<file path="config.mk">
export PLATFORM = sky130hd
export DESIGN_NAME = post_cap_top
export DESIGN_NICKNAME = d
export VERILOG_FILES = /design/src/rtl/post_cap_pkg.sv /design/src/rtl/post_cap_tstamp.sv /design/src/rtl/post_cap_fifo.sv /design/src/rtl/post_cap_status.sv /design/src/rtl/post_cap_top.sv
export SDC_FILE = /design/constraint.sdc
export NUM_CORES = 1
export LEC_CHECK = 0
export BUFFER_PORTS_ARGS = -buffer_cell sky130_fd_sc_hd__buf_2
export CORE_ASPECT_RATIO = 1.5
export CORE_MARGIN = 2
export CORE_UTILIZATION = 45
export DETAILED_ROUTE_END_ITERATION = 12
export GPL_ROUTABILITY_DRIVEN = 0
export GPL_TIMING_DRIVEN = 1
export SYNTH_ARGS = -nofsm -noshare
export SYNTH_HDL_FRONTEND = slang
export SYNTH_SLANG_ARGS = --single-unit
</file>
<file path="constraint.sdc">
create_clock -name clk_i -period 11 [get_ports clk_i]
set_clock_uncertainty 0.15 [all_clocks]
set_input_delay 2.2 -clock clk_i [delete_from_list [all_inputs] [get_ports clk_i]]
set_output_delay 2.2 -clock clk_i [all_outputs]
set_load 0.01 [all_outputs]
</file>
<file path="src/rtl/post_cap_pkg.sv">
package post_cap_pkg;
  localparam int unsigned DATA_W  = 8;
  localparam int unsigned TS_W    = 24;
  localparam int unsigned ENTRY_W = DATA_W + TS_W;

  typedef struct packed {
    logic [TS_W-1:0]   ts;
    logic [DATA_W-1:0] data;
  } cap_entry_t;
endpackage

</file>
<file path="src/rtl/post_cap_tstamp.sv">
module post_cap_tstamp #(
  parameter int unsigned PRESCALE = 4,
  parameter int unsigned TS_W     = 24
) (
  input  logic            clk_i,
  input  logic            rst_ni,
  output logic [TS_W-1:0] ts_o
);
  localparam int unsigned PRE_W = (PRESCALE > 1) ? $clog2(PRESCALE) : 1;

  logic tick;

  generate
    if (PRESCALE <= 1) begin : g_no_pre
      assign tick = 1'b1;
    end else begin : g_pre
      logic [PRE_W-1:0] pre_q;
      assign tick = (pre_q == PRE_W'(PRESCALE - 1));
      always_ff @(posedge clk_i or negedge rst_ni) begin
        if (!rst_ni)   pre_q <= '0;
        else if (tick) pre_q <= '0;
        else           pre_q <= pre_q + 1'b1;
      end
    end
  endgenerate

  always_ff @(posedge clk_i or negedge rst_ni) begin
    if (!rst_ni)   ts_o <= '0;
    else if (tick) ts_o <= ts_o + 1'b1;  // wraps silently
  end

  assert_ts_hold_R8: assert property (@(posedge clk_i) disable iff (!rst_ni)
    !tick |=> $stable(ts_o));
  assert_ts_step_R8: assert property (@(posedge clk_i) disable iff (!rst_ni)
    tick |=> ts_o == TS_W'($past(ts_o) + 1'b1));
endmodule

</file>
<file path="src/rtl/post_cap_fifo.sv">
module post_cap_fifo #(
  parameter int unsigned DEPTH   = 16,
  parameter int unsigned ENTRY_W = 32,
  parameter int unsigned CNT_W   = $clog2(DEPTH + 1)
) (
  input  logic               clk_i,
  input  logic               rst_ni,
  input  logic               push_i,
  input  logic               pop_i,
  input  logic [ENTRY_W-1:0] wdata_i,
  output logic [ENTRY_W-1:0] rdata_o,
  output logic [CNT_W-1:0]   count_o
);
  localparam int unsigned PTR_W = (DEPTH > 1) ? $clog2(DEPTH) : 1;
  localparam logic [PTR_W-1:0] LAST = PTR_W'(DEPTH - 1);

  logic [ENTRY_W-1:0] mem_q [DEPTH];
  logic [PTR_W-1:0]   wr_ptr_q, rd_ptr_q;

  always_ff @(posedge clk_i) begin
    if (push_i) mem_q[wr_ptr_q] <= wdata_i;
  end

  always_ff @(posedge clk_i or negedge rst_ni) begin
    if (!rst_ni) begin
      wr_ptr_q <= '0;
      rd_ptr_q <= '0;
      count_o  <= '0;
    end else begin
      if (push_i) wr_ptr_q <= (wr_ptr_q == LAST) ? '0 : wr_ptr_q + 1'b1;
      if (pop_i)  rd_ptr_q <= (rd_ptr_q == LAST) ? '0 : rd_ptr_q + 1'b1;
      case ({push_i, pop_i})
        2'b10:   count_o <= count_o + 1'b1;
        2'b01:   count_o <= count_o - 1'b1;
        default: count_o <= count_o;
      endcase
    end
  end

  assign rdata_o = mem_q[rd_ptr_q];

  assert_no_overflow_R5: assert property (@(posedge clk_i) disable iff (!rst_ni)
    count_o <= CNT_W'(DEPTH));
  assert_no_push_full_R5: assert property (@(posedge clk_i) disable iff (!rst_ni)
    (push_i && count_o == CNT_W'(DEPTH)) |-> pop_i);
  assert_no_pop_empty_R3: assert property (@(posedge clk_i) disable iff (!rst_ni)
    pop_i |-> count_o != '0);
  assert_pop_dec_R3: assert property (@(posedge clk_i) disable iff (!rst_ni)
    (pop_i && !push_i) |=> count_o == CNT_W'($past(count_o) - 1'b1));
endmodule

</file>
<file path="src/rtl/post_cap_status.sv">
module post_cap_status #(
  parameter int unsigned CNT_W = 5
) (
  input  logic             clk_i,
  input  logic             rst_ni,
  input  logic             drop_i,
  input  logic             clr_i,
  input  logic [CNT_W-1:0] count_i,
  input  logic [CNT_W-1:0] level_i,
  output logic             overrun_o,
  output logic             irq_o
);
  always_ff @(posedge clk_i or negedge rst_ni) begin
    if (!rst_ni)     overrun_o <= 1'b0;
    else if (drop_i) overrun_o <= 1'b1;  // set wins over clear
    else if (clr_i)  overrun_o <= 1'b0;
  end

  assign irq_o = (count_i > level_i);

  assert_ovr_set_R6: assert property (@(posedge clk_i) disable iff (!rst_ni)
    drop_i |=> overrun_o);
  assert_ovr_sticky_R6: assert property (@(posedge clk_i) disable iff (!rst_ni)
    (overrun_o && !clr_i) |=> overrun_o);
  assert_ovr_no_self_R6: assert property (@(posedge clk_i) disable iff (!rst_ni)
    (!overrun_o && !drop_i) |=> !overrun_o);
endmodule

</file>
<file path="src/rtl/post_cap_top.sv">
module post_cap_top #(
  parameter int unsigned DEPTH     = 16,
  parameter int unsigned PRESCALE  = 4,
  parameter int unsigned ADDR_W    = 16,
  parameter int unsigned HDATA_W   = 16,
  parameter logic [15:0] PORT_ADDR = 16'h0080,
  localparam int unsigned CNT_W    = $clog2(DEPTH + 1)
) (
  input  logic                        clk_i,
  input  logic                        rst_ni,
  input  logic                        host_wr_i,
  input  logic [ADDR_W-1:0]           host_addr_i,
  input  logic [HDATA_W-1:0]          host_data_i,
  input  logic                        fw_rd_i,
  input  logic                        fw_ovr_clr_i,
  input  logic [CNT_W-1:0]            fw_level_i,
  output logic [post_cap_pkg::ENTRY_W-1:0] cap_data_o,
  output logic [CNT_W-1:0]            stat_count_o,
  output logic                        stat_not_empty_o,
  output logic                        stat_overrun_o,
  output logic                        irq_o
);
  import post_cap_pkg::*;

  logic [TS_W-1:0]    ts;
  logic               hit, full, pop, push, drop;
  cap_entry_t         wentry;
  logic [ENTRY_W-1:0] head;

  assign hit  = host_wr_i && (host_addr_i == ADDR_W'(PORT_ADDR));
  assign full = (stat_count_o == CNT_W'(DEPTH));
  assign pop  = fw_rd_i && stat_not_empty_o;
  assign push = hit && (!full || pop);
  assign drop = hit && full && !pop;

  assign wentry.ts   = ts;
  assign wentry.data = host_data_i[DATA_W-1:0];

  post_cap_tstamp #(.PRESCALE(PRESCALE), .TS_W(TS_W)) u_tstamp (
    .clk_i (clk_i),
    .rst_ni(rst_ni),
    .ts_o  (ts)
  );

  post_cap_fifo #(.DEPTH(DEPTH), .ENTRY_W(ENTRY_W), .CNT_W(CNT_W)) u_fifo (
    .clk_i  (clk_i),
    .rst_ni (rst_ni),
    .push_i (push),
    .pop_i  (pop),
    .wdata_i(wentry),
    .rdata_o(head),
    .count_o(stat_count_o)
  );

  post_cap_status #(.CNT_W(CNT_W)) u_status (
    .clk_i    (clk_i),
    .rst_ni   (rst_ni),
    .drop_i   (drop),
    .clr_i    (fw_ovr_clr_i),
    .count_i  (stat_count_o),
    .level_i  (fw_level_i),
    .overrun_o(stat_overrun_o),
    .irq_o    (irq_o)
  );

  assign stat_not_empty_o = (stat_count_o != '0);
  assign cap_data_o       = stat_not_empty_o ? head : '0;

  assert_stray_addr_R1: assert property (@(posedge clk_i) disable iff (!rst_ni)
    (!hit && !fw_rd_i) |=> stat_count_o == $past(stat_count_o));
  assert_empty_read_R3: assert property (@(posedge clk_i) disable iff (!rst_ni)
    (fw_rd_i && !stat_not_empty_o && !hit) |=> !stat_not_empty_o);
  assert_push_inc_R4: assert property (@(posedge clk_i) disable iff (!rst_ni)
    (hit && !fw_rd_i && !full) |=> stat_count_o == CNT_W'($past(stat_count_o) + 1'b1));
endmodule

</file>
==> metrics <==
fin crit share 57.3%; setup violators final 0; hold path startpoint u_tstamp.g_pre.pre_q[0]; CTS Sinks 552; pwr dens 212 nW/µm²; multi-input combinational cell area 5020 µm²; VDD IR max 135 µV; Async SR Flop Fraction 7.25%; initial core utilization 45.4%; Max-slew headroom 28.1%; setup_tns 0 ns; Post-CTS Resized 0; Fillers 3,798; Die Span Y 272 µm; final wirelength 46.2 mm; nets@finish 1,124; I/O Pins 82; Yosys reg bits 552; fin. max-slew vios 0; main flop type after synthesis edfxtp_1; port buffer count 73; postcts setup bufs 0; Required @ worst endpoint 8.65 ns; Synth Area per Inst 22.5 µm²; clk buf depth 3; Congestion Overflow GR 0; unrepaired setup endpoints after global routing false; Core Rows 98; synthesized instance count 959; syn_nets 1,017; crit path from u_fifo.rd_ptr_q[0]; outcome finished, final reports clean; Max-Cap Viols 0; first-pass GRT wire length 68.7 mm; die area 49,800 µm²; CTS tree yes; worst-skew pair later-pin latency 0.58 ns; Layout area overhead 13.7%; Reg-to-Reg Start u_fifo.count_o[0]; Worst Hold Class register to register; CTS Hold Buffers Added 0; DRT iter0 DRCs 961; H-tree level count 2; mapped cell area 21,600 µm²; WL per Instance 27.0 µm; number of synthesized flops with an enable pin 512; DR pass1 iterations 5; Worst-Margin Slew 1.08 ns; largest net degree at the start of global routing 61; Antenna diodes 0; CP peak stage delay 0.97 ns; warnings from Yosys 0; Crit-path slowest cell dfrtp_4; initial antenna violation count 1; Hold Vio Cnt, Final 0; CP cell instances buf_4, mux4_2, mux4_2, and2_1, buf_2; Die Wd 183 µm; maximum clock rate 0.159 GHz; CTS clock-pin slew for the worst setup and hold paths 0.06 ns; Via-to-Cell Ratio 5.75; WS Path Type register to primary output; cts bufs inserted 51; layout cells sized above 1 32.9%; Clk Tree Root Cell clkbuf_16; ANT nets after route 0; register area 16,400 µm²; sequential area share after synthesis 75.9%; number of global-route vias before repair 10,500; vias 9,832; Residual DRC 0; Crit. End Element primary output; CORE AREA 47,600 µm²; placed cell area 22,800 µm²; Synth cell types 46; Critical Path AT 3.95 ns; fin area 24,500 µm²; Tmin final 6.30 ns; Total GRT Usage 19.1%; startpoint types register; CP Max Fanout 48; cell mode on critical path mux4_2; post-DP HPWL 24.8 mm; Pleak 0.00878 µW
-- flip-flops by register name, summed over array words and instances (netlist names) --
signal	cells
u_fifo.rd_ptr_q	4
u_fifo.count_o	5
u_tstamp.g_pre.pre_q	2
u_fifo.mem_q	512
u_status.overrun_o	1
u_tstamp.ts_o	24
u_fifo.wr_ptr_q	4
-- area by class of cell --
type / instances / share of cell area [%]
clock buffer: 71 / 5.88
clock inverter: 25 / 1.30
inverter: 15 / 0.229
multi-input combinational: 347 / 20.5
sequential: 552 / 66.8
tap: 600 / 3.06
timing repair buffer: 99 / 2.28
-- critical path, delay by kind of cell (launching register included) --
family | cells | cell delay (ns)
flops | 1 | 0.97
mux | 2 | 1.07
buf+inv | 2 | 1.05
simple gates | 1 | 0.22
-- cells in the final DEF, fill, tap and decap left out, drive strengths merged, types with 5 or more instances in the layout --
cell,netlist,final
and2,32,32
nand2,19,19
dfrtp,40,40
nand3,11,11
mux4,160,160
clkbuf,23,71
nor3,9,9
xor2,8,8
bufinv,0,7
o21ai,6,6
inv,15,17
nand4,5,5
ha,15,15
buf,22,99
edfxtp,512,512
xnor2,21,21
clkinv,0,16
nor2,21,21
-- logic make-up (layout without fill, tap and decap cells) --
family / Yosys count / in the layout / synth area share (%)
compound gates: 21 / 21 / 0.644
buf+inv: 60 / 210 / 1.37
xor+xnor: 29 / 29 / 1.18
simple gates: 115 / 115 / 2.97
fa+ha+maj: 16 / 16 / 0.962
mux: 166 / 166 / 17.0
flops: 552 / 552 / 75.9
-- synthesized netlist by cell type, types with 2 or more instances --
library cell	n	area, µm²
edfxtp_1	512	15400
mux4_2	160	3600
dfrtp_1	40	1000
and2_1	32	200
clkbuf_1	23	86.3
xnor2_1	21	184
nor2_1	20	75.1
nand2_1	19	71.3
ha_1	15	188
inv_1	15	56.3
nand3_1	11	55.1
buf_6	8	90.1
nor3_1	8	40.0
xor2_1	8	70.1
buf_1	7	26.3
buf_2	6	30.0
nand4_1	5	31.3
o21ai_0	5	25.0
a21o_1	4	30.0
a21oi_1	4	20.0
and3_1	4	25.0
and4_1	2	17.5
mux2_1	2	22.5
mux2_2	2	22.5
mux2i_1	2	20.0
nor4_1	2	12.5
o21a_1	2	15.0
or4_1	2	15.0
-- report_power, final --
group / switching (µW) / total [µW] / internal (µW)
logic: 451 / 964 / 514
registers: 104 / 2390 / 2290
clock network: 761 / 1850 / 1080
total: 1320 / 5200 / 3880
-- path summary, 6_finish.rpt --
check,endpoint,slack (ns),cells after the start
worst max-delay path,cap_data_o[8],4.70,5
worst min-delay path,u_tstamp.g_pre.pre_q[0],0.29,1
worst max register to register,u_fifo.mem_q[2][10],7.52,6
worst min register to register,u_tstamp.g_pre.pre_q[0],0.29,1
max in group asynchronous,u_fifo.rd_ptr_q[0],8.63,2
min in group asynchronous,u_tstamp.ts_o[7],1.60,2
-- metal layers --
layer | GRT usage, % | vias to the layer above | share of wire [%]
met3 | 2.70 | 65 | 4.0
li1 | - | 4208 | -
met2 | 34.7 | 221 | 54
met5 | 0 | - | 0
met4 | 4.99 | 0 | 1.9
met1 | 24.3 | 5338 | 40
-- stage by stage --
| step | utilization [%] | hold WS (ns) | worst slack (ns) | total power [µW] | std cells |
|---|---|---|---|---|---|
| final | 51.6 | 0.286 | 4.70 | 5200 | 1709 |
| after global routing | 51.6 | 0.314 | 4.38 | 5400 | 1709 |
| after CTS | 51.6 | 0.288 | 4.50 | 5280 | 1709 |
| after detailed placement | 47.9 | 0.277 | 5.13 | 3440 | 1613 |
| after global placement | 47.9 | 0.264 | 5.11 | 3440 | 1613 |
| after floorplan | - | 0.253 | 4.83 | 3160 | 959 |
No activity file was read; power rests on OpenSTA's default activity.
